`src/rtl/gs_pwm_pkg.sv`:
```
// Package: gs_pwm_pkg
// Shared defaults and helpers for the grayscale PWM engine.
// Assumes: intensity fields are packed contiguously, channel 0 lowest.
package gs_pwm_pkg;

    localparam int unsigned GS_CHANNELS_DEF = 16;
    localparam int unsigned GS_BITS_DEF     = 12;

    // Returns the low bit position of channel ch's intensity field.
    function automatic int unsigned field_lsb(input int unsigned ch, input int unsigned bits);
        return ch * bits;
    endfunction

endpackage

```
`src/rtl/gs_period_counter.sv`:
```
// Module: gs_period_counter
// Counts grayscale clocks across one PWM period and tracks whether a
// period is running. Blanking clears the count and arms a period. The
// count then climbs to its maximum, stays there and drops the run flag.
// Assumes: blank_i is synchronous to gs_clk.
module gs_period_counter #(
    parameter int unsigned CNT_BITS = 12
) (
    input  logic                gs_clk,
    input  logic                rst_n,
    input  logic                blank_i,
    output logic [CNT_BITS-1:0] count_o,
    output logic                run_o,
    output logic                last_o
);

    localparam logic [CNT_BITS-1:0] CNT_MAX = {CNT_BITS{1'b1}};

    logic [CNT_BITS-1:0] count_q;
    logic                run_q;

    // Period count and run flag: clear and arm on blank, step while running.
    always_ff @(posedge gs_clk) begin
        if (!rst_n) begin
            count_q <= '0;
            run_q   <= 1'b0;
        end else if (blank_i) begin
            count_q <= '0;
            run_q   <= 1'b1;
        end else if (run_q) begin
            if (count_q == CNT_MAX) begin
                run_q <= 1'b0;
            end else begin
                count_q <= count_q + 1'b1;
            end
        end
    end

    // Last-count flag, shown only while a period is live.
    always_comb begin
        last_o = run_q && !blank_i && (count_q == CNT_MAX);
    end

    assign count_o = count_q;
    assign run_o   = run_q;

    AST_BLANK_REARM: assert property (@(posedge gs_clk) disable iff (!rst_n)
        blank_i |=> (count_o == '0) && run_o);
    AST_COUNT_STEP: assert property (@(posedge gs_clk) disable iff (!rst_n)
        (!blank_i && run_o && count_o != CNT_MAX) |=> (count_o == $past(count_o) + 1'b1));
    AST_IDLE_HOLD: assert property (@(posedge gs_clk) disable iff (!rst_n)
        (!blank_i && !run_o) |=> (!run_o && $stable(count_o)));

endmodule

```
`src/rtl/gs_chan_compare.sv`:
```
// Module: gs_chan_compare
// One channel's PWM decision: the channel is lit while a period runs,
// blanking is low and the period count is below the channel's value.
// Assumes: level_i is steady at each rising edge of the grayscale clock.
module gs_chan_compare #(
    parameter int unsigned CNT_BITS = 12
) (
    input  logic                gs_clk,
    input  logic                rst_n,
    input  logic [CNT_BITS-1:0] level_i,
    input  logic [CNT_BITS-1:0] count_i,
    input  logic                run_i,
    input  logic                blank_i,
    output logic                on_o
);

    // Channel on/off compare.
    always_comb begin
        on_o = run_i && !blank_i && (count_i < level_i);
    end

    AST_ZERO_DARK: assert property (@(posedge gs_clk) disable iff (!rst_n)
        (level_i == '0) |-> !on_o);

endmodule

```
`src/rtl/gs_pwm_engine.sv`:
```
// Module: gs_pwm_engine
// Sixteen-channel grayscale PWM engine. A shared period counter feeds one
// comparator per channel. The channel fields are cut from a flat word.
// Assumes: level_i comes from an external latch and acts immediately;
// the controller aligns its loads with period_end_o.
module gs_pwm_engine
    import gs_pwm_pkg::*;
#(
    parameter int unsigned CHANNELS = GS_CHANNELS_DEF,
    parameter int unsigned GS_BITS  = GS_BITS_DEF
) (
    input  logic                        gs_clk,
    input  logic                        rst_n,
    input  logic                        blank_i,
    input  logic [CHANNELS*GS_BITS-1:0] level_i,
    output logic [CHANNELS-1:0]         chan_on_o,
    output logic                        period_end_o
);

    logic [GS_BITS-1:0] count_w;
    logic               run_w;
    logic               last_w;

    gs_period_counter #(
        .CNT_BITS (GS_BITS)
    ) u_counter (
        .gs_clk  (gs_clk),
        .rst_n   (rst_n),
        .blank_i (blank_i),
        .count_o (count_w),
        .run_o   (run_w),
        .last_o  (last_w)
    );

    // One comparator per channel, each on its own intensity field.
    for (genvar ch = 0; ch < CHANNELS; ch++) begin : g_chan
        localparam int unsigned LSB = field_lsb(ch, GS_BITS);
        gs_chan_compare #(
            .CNT_BITS (GS_BITS)
        ) u_cmp (
            .gs_clk  (gs_clk),
            .rst_n   (rst_n),
            .level_i (level_i[LSB +: GS_BITS]),
            .count_i (count_w),
            .run_i   (run_w),
            .blank_i (blank_i),
            .on_o    (chan_on_o[ch])
        );
    end

    assign period_end_o = last_w;

    AST_BLANK_DARK: assert property (@(posedge gs_clk) disable iff (!rst_n)
        blank_i |-> (chan_on_o == '0) && !period_end_o);
    AST_END_SINGLE: assert property (@(posedge gs_clk) disable iff (!rst_n)
        period_end_o |=> !period_end_o);
    AST_END_THEN_DARK: assert property (@(posedge gs_clk) disable iff (!rst_n)
        (period_end_o && !blank_i) |=> (chan_on_o == '0));

endmodule

```
`config.mk`:
```
export PLATFORM = sky130hd
export DESIGN_NAME = gs_pwm_engine
export DESIGN_NICKNAME = d
export VERILOG_FILES = /design/src/rtl/gs_pwm_pkg.sv /design/src/rtl/gs_period_counter.sv /design/src/rtl/gs_chan_compare.sv /design/src/rtl/gs_pwm_engine.sv
export SDC_FILE = /design/constraint.sdc
export NUM_CORES = 1
export LEC_CHECK = 0
export BUFFER_PORTS_ARGS = -buffer_cell sky130_fd_sc_hd__buf_2
export CORE_MARGIN = 2
export CORE_UTILIZATION = 46
export DETAILED_ROUTE_END_ITERATION = 10
export PLACE_DENSITY = 0.77
export SLEW_MARGIN = 5
export SYNTH_ARGS = -nofsm -noshare
export SYNTH_HDL_FRONTEND = slang
export SYNTH_HIERARCHICAL = 1
export SYNTH_SLANG_ARGS = --single-unit
```
`constraint.sdc`:
```
create_clock -name gs_clk -period 1.93 [get_ports gs_clk]
set_input_delay 0.579 -clock gs_clk [delete_from_list [all_inputs] [get_ports gs_clk]]
set_output_delay 0.579 -clock gs_clk [all_outputs]
set_load 0.01 [all_outputs]
```
==> flow_summary.ini, run 1 <==
[run_status]
outcome = complete, but fails checks
violated_checks = negative setup slack

[global_route]
antenna_found_initial = 0
grt_pass1_wl_mm = 26.5
number_of_global_route_vias_before_repair = 5782
grt_usage_pct = 25.9
globalRouteOverflowTotal = 0
grt_max_degree = 20

[drt]
post_detailed_route_wirelength_per_cell_um = 15.7
post_drt_via_cell_ratio = 5.39
drc_violations_left = 0
routed_wl_mm = 17.2
ant_nets = 0
drt_pre_antenna_iters = 7
drt_iter0_drc = 275
vias = 5882

[clocking]
clock-root-buffer = clkbuf_16
cts_max_level = 1
cts.clk_slew.worst_paths_ns = 0.05
worst_skew_late_latency_ns = 0.25
cts_tree = built
clock_tree.buffer_depth = 2
numCtsBuffers = 3
hold_buffers = 0
cts.sinks = 13

[finish]
fin_cells = 1091
design.final.nets = 1321
antenna_cells = 0
area.growth.synth_to_final_pct = 51.8
layout-drive-gt1-share_pct = 46.4
final_design_area_no_fill_sq_mm = 0.00814
n_fill_cell = 882

[floorplanning]
floorplan.io_pins = 212
floorplan.die_area_sq_mm = 0.0125
placement_rows = 39
die_height_um = 112
floorplan_core_area_sq_mm = 0.0114
initial_utilization_pct = 47.0
die-width_um = 112

[setup_path]
worstPathRequired_ns = 1.35
critical_path.most_common_cell = buf_12
timing.critical_path.slowest_stage_cell = dfxtp_4
largest_fanout_on_the_critical_path = 5
worst-endpoint-arrival_ns = 1.73
criticalPathCategory = reg2out
timing.critical_path.from = u_counter/count_o[5]
cp_cell_sequence = buf_12 > buf_12 > ha_4 > a21oi_4 > o211ai_1 > a211oi_2 > buf_2
worst-r2r-cell-count = 9
r2r_slack_ns = 0.04
critical_path.startpoint_type = flip-flop
timing.rr.start = u_counter/count_o[1]
worst_setup_path_endpoint = chan_on_o[15]
critical_path_sink_type = output port
critical-path-max-stage-delay_ns = 0.35
regToRegEndpoint = u_counter/count_o[10]

[logic_synthesis]
netlist_top_cells_area = ha_1 (41%), inv_1 (12%), a21oi_1 (4.9%), dfxtp_1 (4.8%), a21oi_4 (4.8%)
avgSynthCellArea_sq_um = 7.86
yosys_warnings = 6
synth_top_cell_by_area = ha_1
postSynth.asyncResetShare_pct = 0
synth.ff_latch_count = 13
post_synth_inst_count = 683
synth_sequential_area_ratio_pct = 4.85
synthFlopType = dfxtp_1
syn_area_sq_mm = 0.00537
synth_fp_nets = 1055
synth.distinct_cells = 34
post-synth-top-area-fraction_pct = 41.3
synth-edff-count = 0

[timing]
final_hold_violations = 0
slew_viol_final = 0
smallest_setup_slack_after_layout_ns = -0.376
max_clock_freq_ghz = 0.434
timing.clock.skew_ns = 0.00528
timing.slew.headroom_pct = 64.8
total_of_endpoints_with_negative_setup_slack_in_the_final_report = 17
final_period_minus_worst_setup_slack_ns = 2.31
period_share_pct = 119
worstMarginPinSlew_ns = 0.528
rsz0062_at_grt = true

[placed_design]
hpwl_mm = 13.8
gp_congestion = 0.876
dpl-instance-area_sq_mm = 0.00784
io_buffer_count = 211
placed_cells_incl_taps = 1079

[power]
vdd_ir_drop_max_v = 0.000251
p_leak_nw = 4.42
power.density_cell_area_mw_per_mm2 = 175

[hold_path]
worst_hold_path_type = in2reg

[job]
maxCapViolations = 0
## synthesized netlist by cell type (13+ instances only)
cell type / instances
dfxtp_1: 13
a21boi_0: 17
nor3b_2: 16
a211oi_1: 33
inv_1: 178
nand2_1: 38
nand4_1: 19
o211ai_2: 16
nand3_1: 21
nor2_1: 22
a21oi_4: 16
ha_1: 177
a21oi_1: 53
o211ai_1: 33
## final cells by class
type	count	area, sq um	area share, %
clock buffers	4	78.8	0.968
inverters	178	668	8.20
multi-input cells	490	5190	63.7
flip-flops and latches	13	288	3.53
well taps	143	179	2.20
repair buffers	263	1740	21.4
## layout by cell type, fill, tap and decap left out, types with 2 or more instances in the layout
cell type,instances
a211oi_2,32
a21boi_1,16
a21oi_1,32
a21oi_2,21
a21oi_4,16
and3_1,2
buf_12,22
buf_2,211
buf_4,28
clkbuf_16,4
dfxtp_2,7
dfxtp_4,5
ha_1,138
ha_4,39
inv_1,161
inv_2,17
nand2_1,38
nand3_1,21
nand4_1,19
nor2_1,22
nor2b_1,2
nor3_1,4
nor3b_2,16
o211ai_1,33
o211ai_2,16
o21ai_0,3
or4_1,2
xor2_1,2
## registers in the layout, summed over array words and instances (netlist names)
name	count
u_counter/count_o	12
u_counter/run_o	1
## what timing repair did
| action | in CTS | in global routing |
|---|---|---|
| setup endpoints to repair | 17 | 21 |
| gates cloned | 0 | 1 |
| gates resized for setup | 4 | 18 |
| pin swaps | 7 | 10 |
| setup buffers | 2 | 5 |
| endpoints found under the hold margin | 0 | 0 |
## worst min-delay path by stage
stage / startpoint / slack (ns) / end / depth (start not counted)
3_3_place_gp: u_counter/count_o[9] / 0.64 / u_counter/count_o[9] / 3
5_1_grt: rst_n / 0.65 / u_counter/run_o / 2
3_5_place_dp: u_counter/count_o[9] / 0.65 / u_counter/count_o[9] / 3
2_1_floorplan: u_counter/count_o[1] / 0.59 / u_counter/count_o[1] / 2
4_1_cts: rst_n / 0.65 / u_counter/run_o / 2
6_report: rst_n / 0.65 / u_counter/run_o / 2
## through the flow
stage / util, % / setup WS [ns] / hold slack (ns) / power [mW] / setup TNS, ns
floorplan: - / -0.0197 / 0.587 / 0.685 / -0.199
global placement: 68.7 / -0.336 / 0.644 / 0.995 / -4.04
detailed placement: 68.7 / -0.352 / 0.651 / 1.01 / -4.36
CTS: 69.7 / -0.367 / 0.649 / 1.42 / -5.65
global route: 71.3 / -0.428 / 0.647 / 1.52 / -6.85
finish: 71.3 / -0.376 / 0.652 / 1.42 / -5.89
## metal layers
metal	wire [um]	track usage [%]	vias up
met1	7210	32.4	2641
met3	1080	2.92	35
met5	0	0	-
li1	-	-	2973
met4	290	5.04	0
met2	8590	48.4	233
## worst max-delay path, delay by kind of cell, from the launching register on
kind,cells,cell delay (ns)
compound gates,3,0.46
buf+inv,3,0.44
flops,1,0.35
fa+ha+maj,1,0.22
## report_power, final
part	leakage (nW)	internal, mW	switching (mW)
clock	0.0382	0.279	0.120
combinational	4.27	0.381	0.375
sequential	0.113	0.266	0.00301
total	4.42	0.926	0.498
## kinds of logic after synthesis
logic type | synth area share, %
buf+inv | 12.6
compound gates | 26.4
fa+ha+maj | 41.3
simple gates | 14.6
flops | 4.85
xor+xnor | 0.326
No activity file was read; power rests on OpenSTA's default activity.
==> inputs of run 2 (changes only) <==
--- a/config.mk
+++ b/config.mk
@@ -9,8 +9,8 @@
 export CORE_MARGIN = 2
 export CORE_UTILIZATION = 46
 export DETAILED_ROUTE_END_ITERATION = 10
-export PLACE_DENSITY = 0.77
-export SLEW_MARGIN = 5
+export GPL_ROUTABILITY_DRIVEN = 0
+export PLACE_DENSITY_LB_ADDON = 0.08
 export SYNTH_ARGS = -nofsm -noshare
 export SYNTH_HDL_FRONTEND = slang
 export SYNTH_HIERARCHICAL = 1
==> flow_summary.ini, run 2 (synthesis results as in run 1) <==
[run_status]
outcome = complete, but fails checks
violated_checks = negative setup slack

[placed_design]
dpl-instance-area_sq_mm = 0.00786
io_buffer_count = 211
hpwl_mm = 14.1
placed_cells_incl_taps = 1083

[clocking]
numCtsBuffers = 3
cts_tree = built
cts.clk_slew.worst_paths_ns = 0.05
cts_max_level = 1
hold_buffers = 0
clock-root-buffer = clkbuf_16
worst_skew_late_latency_ns = 0.24
clock_tree.buffer_depth = 2
cts.sinks = 13

[setup_path]
largest_fanout_on_the_critical_path = 5
worst-endpoint-arrival_ns = 1.75
critical_path.startpoint_type = flip-flop
worstPathRequired_ns = 1.35
r2r_slack_ns = 0.04
regToRegEndpoint = u_counter/count_o[9]
timing.rr.start = u_counter/count_o[1]
timing.critical_path.from = u_counter/count_o[1]
criticalPathCategory = reg2out
worst-r2r-cell-count = 8
worst_setup_path_endpoint = chan_on_o[0]
critical_path_sink_type = output port

[drt]
post_drt_via_cell_ratio = 5.41
routed_wl_mm = 17.3
post_detailed_route_wirelength_per_cell_um = 15.9
ant_nets = 0
drt_iter0_drc = 260
drc_violations_left = 0
vias = 5897
drt_pre_antenna_iters = 5

[finish]
final_core_util_pct = 72.1
antenna_cells = 0
area.growth.synth_to_final_pct = 53.4
layout-drive-gt1-share_pct = 47.8
final_design_area_no_fill_sq_mm = 0.00823
fin_cells = 1090
mostFrequentLayoutCell = buf_2
n_fill_cell = 891
design.final.nets = 1320
final_cell_mix = buf_2 (211), inv_1 (162), ha_1 (126)
largest_register_ff_count = 12

[floorplanning]
die-width_um = 112
placement_rows = 39
floorplan_core_area_sq_mm = 0.0114
floorplan.die_area_sq_mm = 0.0125
die_height_um = 112
initial_utilization_pct = 47.0
floorplan.io_pins = 212

[timing]
period_share_pct = 121
final_hold_violations = 0
final.setup.tns_ns = -5.69
final_period_minus_worst_setup_slack_ns = 2.33
rsz0062_at_grt = true
slew_viol_final = 0
timing.slew.headroom_pct = 65.9
timing.clock.skew_ns = 0.00361
max_clock_freq_ghz = 0.430
worstMarginPinSlew_ns = 0.511
total_of_endpoints_with_negative_setup_slack_in_the_final_report = 17
smallest_setup_slack_after_layout_ns = -0.398

[power]
power.density_cell_area_mw_per_mm2 = 175
vdd_ir_drop_max_v = 0.000240
p_leak_nw = 4.38

[global_route]
globalRouteOverflowTotal = 0
grt_pass1_wl_mm = 27.9
grt_max_degree = 19
number_of_global_route_vias_before_repair = 6240
grt_usage_pct = 26.9
antenna_found_initial = 0

[job]
maxCapViolations = 0

[hold_path]
worst_hold_path_type = in2reg
==> run 2: area by class of cell <==
type	instances	area, sq um	share of cell area (%)
Sequential cell	13	285	3.47
Timing Repair Buffer	262	1710	20.8
Tap cell	143	179	2.17
Clock inverter	1	5.00	0.0608
Inverter	178	668	8.12
Multi-Input combinational cell	490	5310	64.5
Clock buffer	3	75.1	0.912
==> run 2: timing repair <==
| action | in CTS | in global routing |
|---|---|---|
| resized for setup | 11 | 23 |
| pin swaps | 12 | 20 |
| setup buffers | 1 | 2 |
| endpoints found under the setup margin | 17 | 19 |
==> run 2: layer usage <==
layer	global-route usage, %	share of wire [%]
met1	31.9	42
met2	51.6	51
met3	3.83	5.8
met4	5.37	1.3
met5	0	0
==> run 2: stage by stage <==
| step | setup WS, ns | hold slack [ns] | total power [mW] |
|---|---|---|---|
| finish | -0.398 | 0.616 | 1.44 |
| global route | -0.443 | 0.614 | 1.55 |
| CTS | -0.347 | 0.608 | 1.43 |
| detailed placement | -0.302 | 0.641 | 1.02 |
| global placement | -0.253 | 0.639 | 0.986 |
| floorplan | -0.0197 | 0.587 | 0.685 |
==> run 2: how the worst min path moves through the flow <==
stage / startpoint / to / slack [ns] / cells after the start
after floorplan: u_counter/count_o[1] / u_counter/count_o[1] / 0.59 / 2
after global placement: u_counter/count_o[7] / u_counter/count_o[7] / 0.64 / 2
after detailed placement: u_counter/count_o[7] / u_counter/count_o[7] / 0.64 / 2
after CTS: rst_n / u_counter/run_o / 0.61 / 2
after global routing: rst_n / u_counter/run_o / 0.61 / 2
final: rst_n / u_counter/run_o / 0.62 / 2
==> run 2: critical path: stages, from the launching register on <==
cell	delay, ns
dfxtp_4	0.35
buf_8	0.14
buf_12	0.14
ha_4	0.20
o211ai_2	0.16
o211ai_1	0.13
a211oi_2	0.23
buf_2	0.16
==> run 2: power breakdown <==
| group | switching [mW] | leakage, nW | total [mW] | internal, mW |
|---|---|---|---|---|
| Sequential | 0.00498 | 0.112 | 0.272 | 0.267 |
| Combinational | 0.381 | 4.23 | 0.772 | 0.391 |
| Clock | 0.123 | 0.0409 | 0.399 | 0.276 |
==> inputs of run 3 (changes only) <==
==> constraint.sdc (replaced) <==
create_clock -name gs_clk -period 1.93 [get_ports gs_clk]
set_input_delay 0.579 -clock gs_clk [delete_from_list [all_inputs] [get_ports gs_clk]]
set_output_delay 0.579 -clock gs_clk [all_outputs]
set_load 0.005 [all_outputs]
==> flow_summary.ini, run 3 (synthesis results as in run 1) <==
[power]
vdd_ir_drop_max_v = 0.000216
p_sw_uw = 499
share_comb_of_total_power_pct = 53.9
power.density_cell_area_mw_per_mm2 = 174
p_leak_nw = 4.32
seq_power_share_pct = 18.9
p_int_uw = 941
power.switching_fraction_pct = 34.6
clockPowerShare_pct = 27.1

[setup_path]
critical_path.startpoint_type = flip-flop
worstPathRequired_ns = 1.35
largest_fanout_on_the_critical_path = 11
critical-path-max-stage-delay_ns = 0.34
critical_path_sink_type = output port
r2r_slack_ns = -0.02
timing.critical_path.slowest_stage_cell = dfxtp_2
criticalPathCategory = reg2out
worst-endpoint-arrival_ns = 1.70
cp_cell_sequence = buf_12 > ha_1 > nand4_1 > a211oi_2 > a211oi_2 > buf_2
critical_path.most_common_cell = a211oi_2

[clocking]
cts_tree = built
numCtsBuffers = 3
clock-root-buffer = clkbuf_16
cts.sinks = 13
cts.clk_slew.worst_paths_ns = 0.05
cts_max_level = 1
clock_tree.buffer_depth = 2
worst_skew_late_latency_ns = 0.24
hold_buffers = 0

[floorplanning]
floorplan.die_area_sq_mm = 0.0125
floorplan_core_area_sq_mm = 0.0114
initial_utilization_pct = 47.0
die-width_um = 112
placement_rows = 39
die_height_um = 112
floorplan.io_pins = 212

[finish]
n_fill_cell = 853
area.growth.synth_to_final_pct = 54.4
final_design_area_no_fill_sq_mm = 0.00828
design.final.nets = 1311
final_cell_mix = buf_2 (211), inv_1 (175), ha_1 (115)
antenna_cells = 0
layout-drive-gt1-share_pct = 46.1
largest_register_ff_count = 12
fin_cells = 1081
mostFrequentLayoutCell = buf_2

[drt]
drt_pre_antenna_iters = 6
post_detailed_route_wirelength_per_cell_um = 16.6
drc_violations_left = 0
drt_iter0_drc = 248
ant_nets = 0
vias = 5940
routed_wl_mm = 17.9
post_drt_via_cell_ratio = 5.49

[global_route]
antenna_found_initial = 0
grt_pass1_wl_mm = 27.8
grt_usage_pct = 26.7
number_of_global_route_vias_before_repair = 6253
grt_max_degree = 20
globalRouteOverflowTotal = 0

[timing]
max_clock_freq_ghz = 0.439
period_share_pct = 118
total_of_endpoints_with_negative_setup_slack_in_the_final_report = 18
worstMarginPinSlew_ns = 0.591
rsz0062_at_grt = true
final_hold_violations = 0
final_period_minus_worst_setup_slack_ns = 2.28
smallest_setup_slack_after_layout_ns = -0.348
timing.slew.headroom_pct = 60.0
slew_viol_final = 0
timing.clock.skew_ns = 0.00344
hold_slack_ns = 0.621

[job]
maxCapViolations = 0

[placed_design]
io_buffer_count = 211
placed_cells_incl_taps = 1069
dpl-instance-area_sq_mm = 0.00742
hpwl_mm = 13.4

[run_status]
violated_checks = negative setup slack
outcome = complete, but fails checks

[hold_path]
worst_hold_path_type = in2reg
==> run 3: cell types whose count changed in the layout (fill, tap and decap cells not counted), sizes merged <==
cell	previous run	this run
buf	262	251
clkbuf	3	6
clkinv	1	0
==> run 3: final timing paths <==
check,start,endpoint,depth (start not counted)
worst max-delay path,u_counter/count_o[10],chan_on_o[5],6
worst min register to register,u_counter/count_o[7],u_counter/count_o[7],2
worst min-delay path,rst_n,u_counter/run_o,2
worst max register to register,u_counter/count_o[5],u_counter/count_o[11],7
==> run 3: worst max-delay path: cells and delay by family, from the launching register on <==
family | cells | cell delay, ns
AO/OA/AOI/OAI | 2 | 0.36
adder cells (fa/ha/maj) | 1 | 0.32
buffers and inverters | 2 | 0.29
flip-flops | 1 | 0.34
AND/OR/NAND/NOR | 1 | 0.15
==> run 3: what timing repair did <==
action,in CTS,in global routing
setup endpoints to repair,17,18
pin swaps,18,50
setup buffers,4,2
resized for setup,35,50
gates cloned,0,2
==> run 3: final cells by class <==
class,count,area [sq um],share of cell area (%)
Clock buffer,4,78.8,0.952
Multi-Input combinational cell,490,5430,65.5
Tap cell,143,179,2.16
Timing Repair Buffer,253,1650,19.9
Sequential cell,13,282,3.40
Inverter,178,668,8.07
==> run 3: stage by stage <==
stage / total power, mW / setup WS, ns / utilization [%] / TNS (ns)
floorplan: 0.658 / 0.000371 / - / 0
global placement: 0.948 / -0.282 / 65.0 / -4.18
detailed placement: 0.979 / -0.331 / 65.0 / -4.58
CTS: 1.40 / -0.330 / 68.5 / -5.16
global route: 1.55 / -0.420 / 72.6 / -6.38
finish: 1.44 / -0.348 / 72.6 / -5.16
==> run 3: layer usage <==
| layer | part of all wire, % | up-vias | track usage [%] | wire length [um] |
|---|---|---|---|---|
| met2 | 52 | 198 | 51.6 | 9260 |
| met1 | 41 | 2752 | 31.4 | 7380 |
| met5 | 0 | - | 0 | 0 |
| li1 | - | 2942 | - | - |
| met3 | 4.8 | 48 | 1.89 | 856 |
| met4 | 2.5 | 0 | 7.56 | 452 |
==> run 3: power by group through the flow <==
| stage | logic [mW] | clock network [mW] | registers, mW |
|---|---|---|---|
| floorplan | 0.369 | 0 | 0.289 |
| global placement | 0.669 | 0 | 0.279 |
| detailed placement | 0.699 | 0 | 0.280 |
| CTS | 0.730 | 0.395 | 0.275 |
| global route | 0.865 | 0.413 | 0.273 |
| finish | 0.776 | 0.391 | 0.273 |
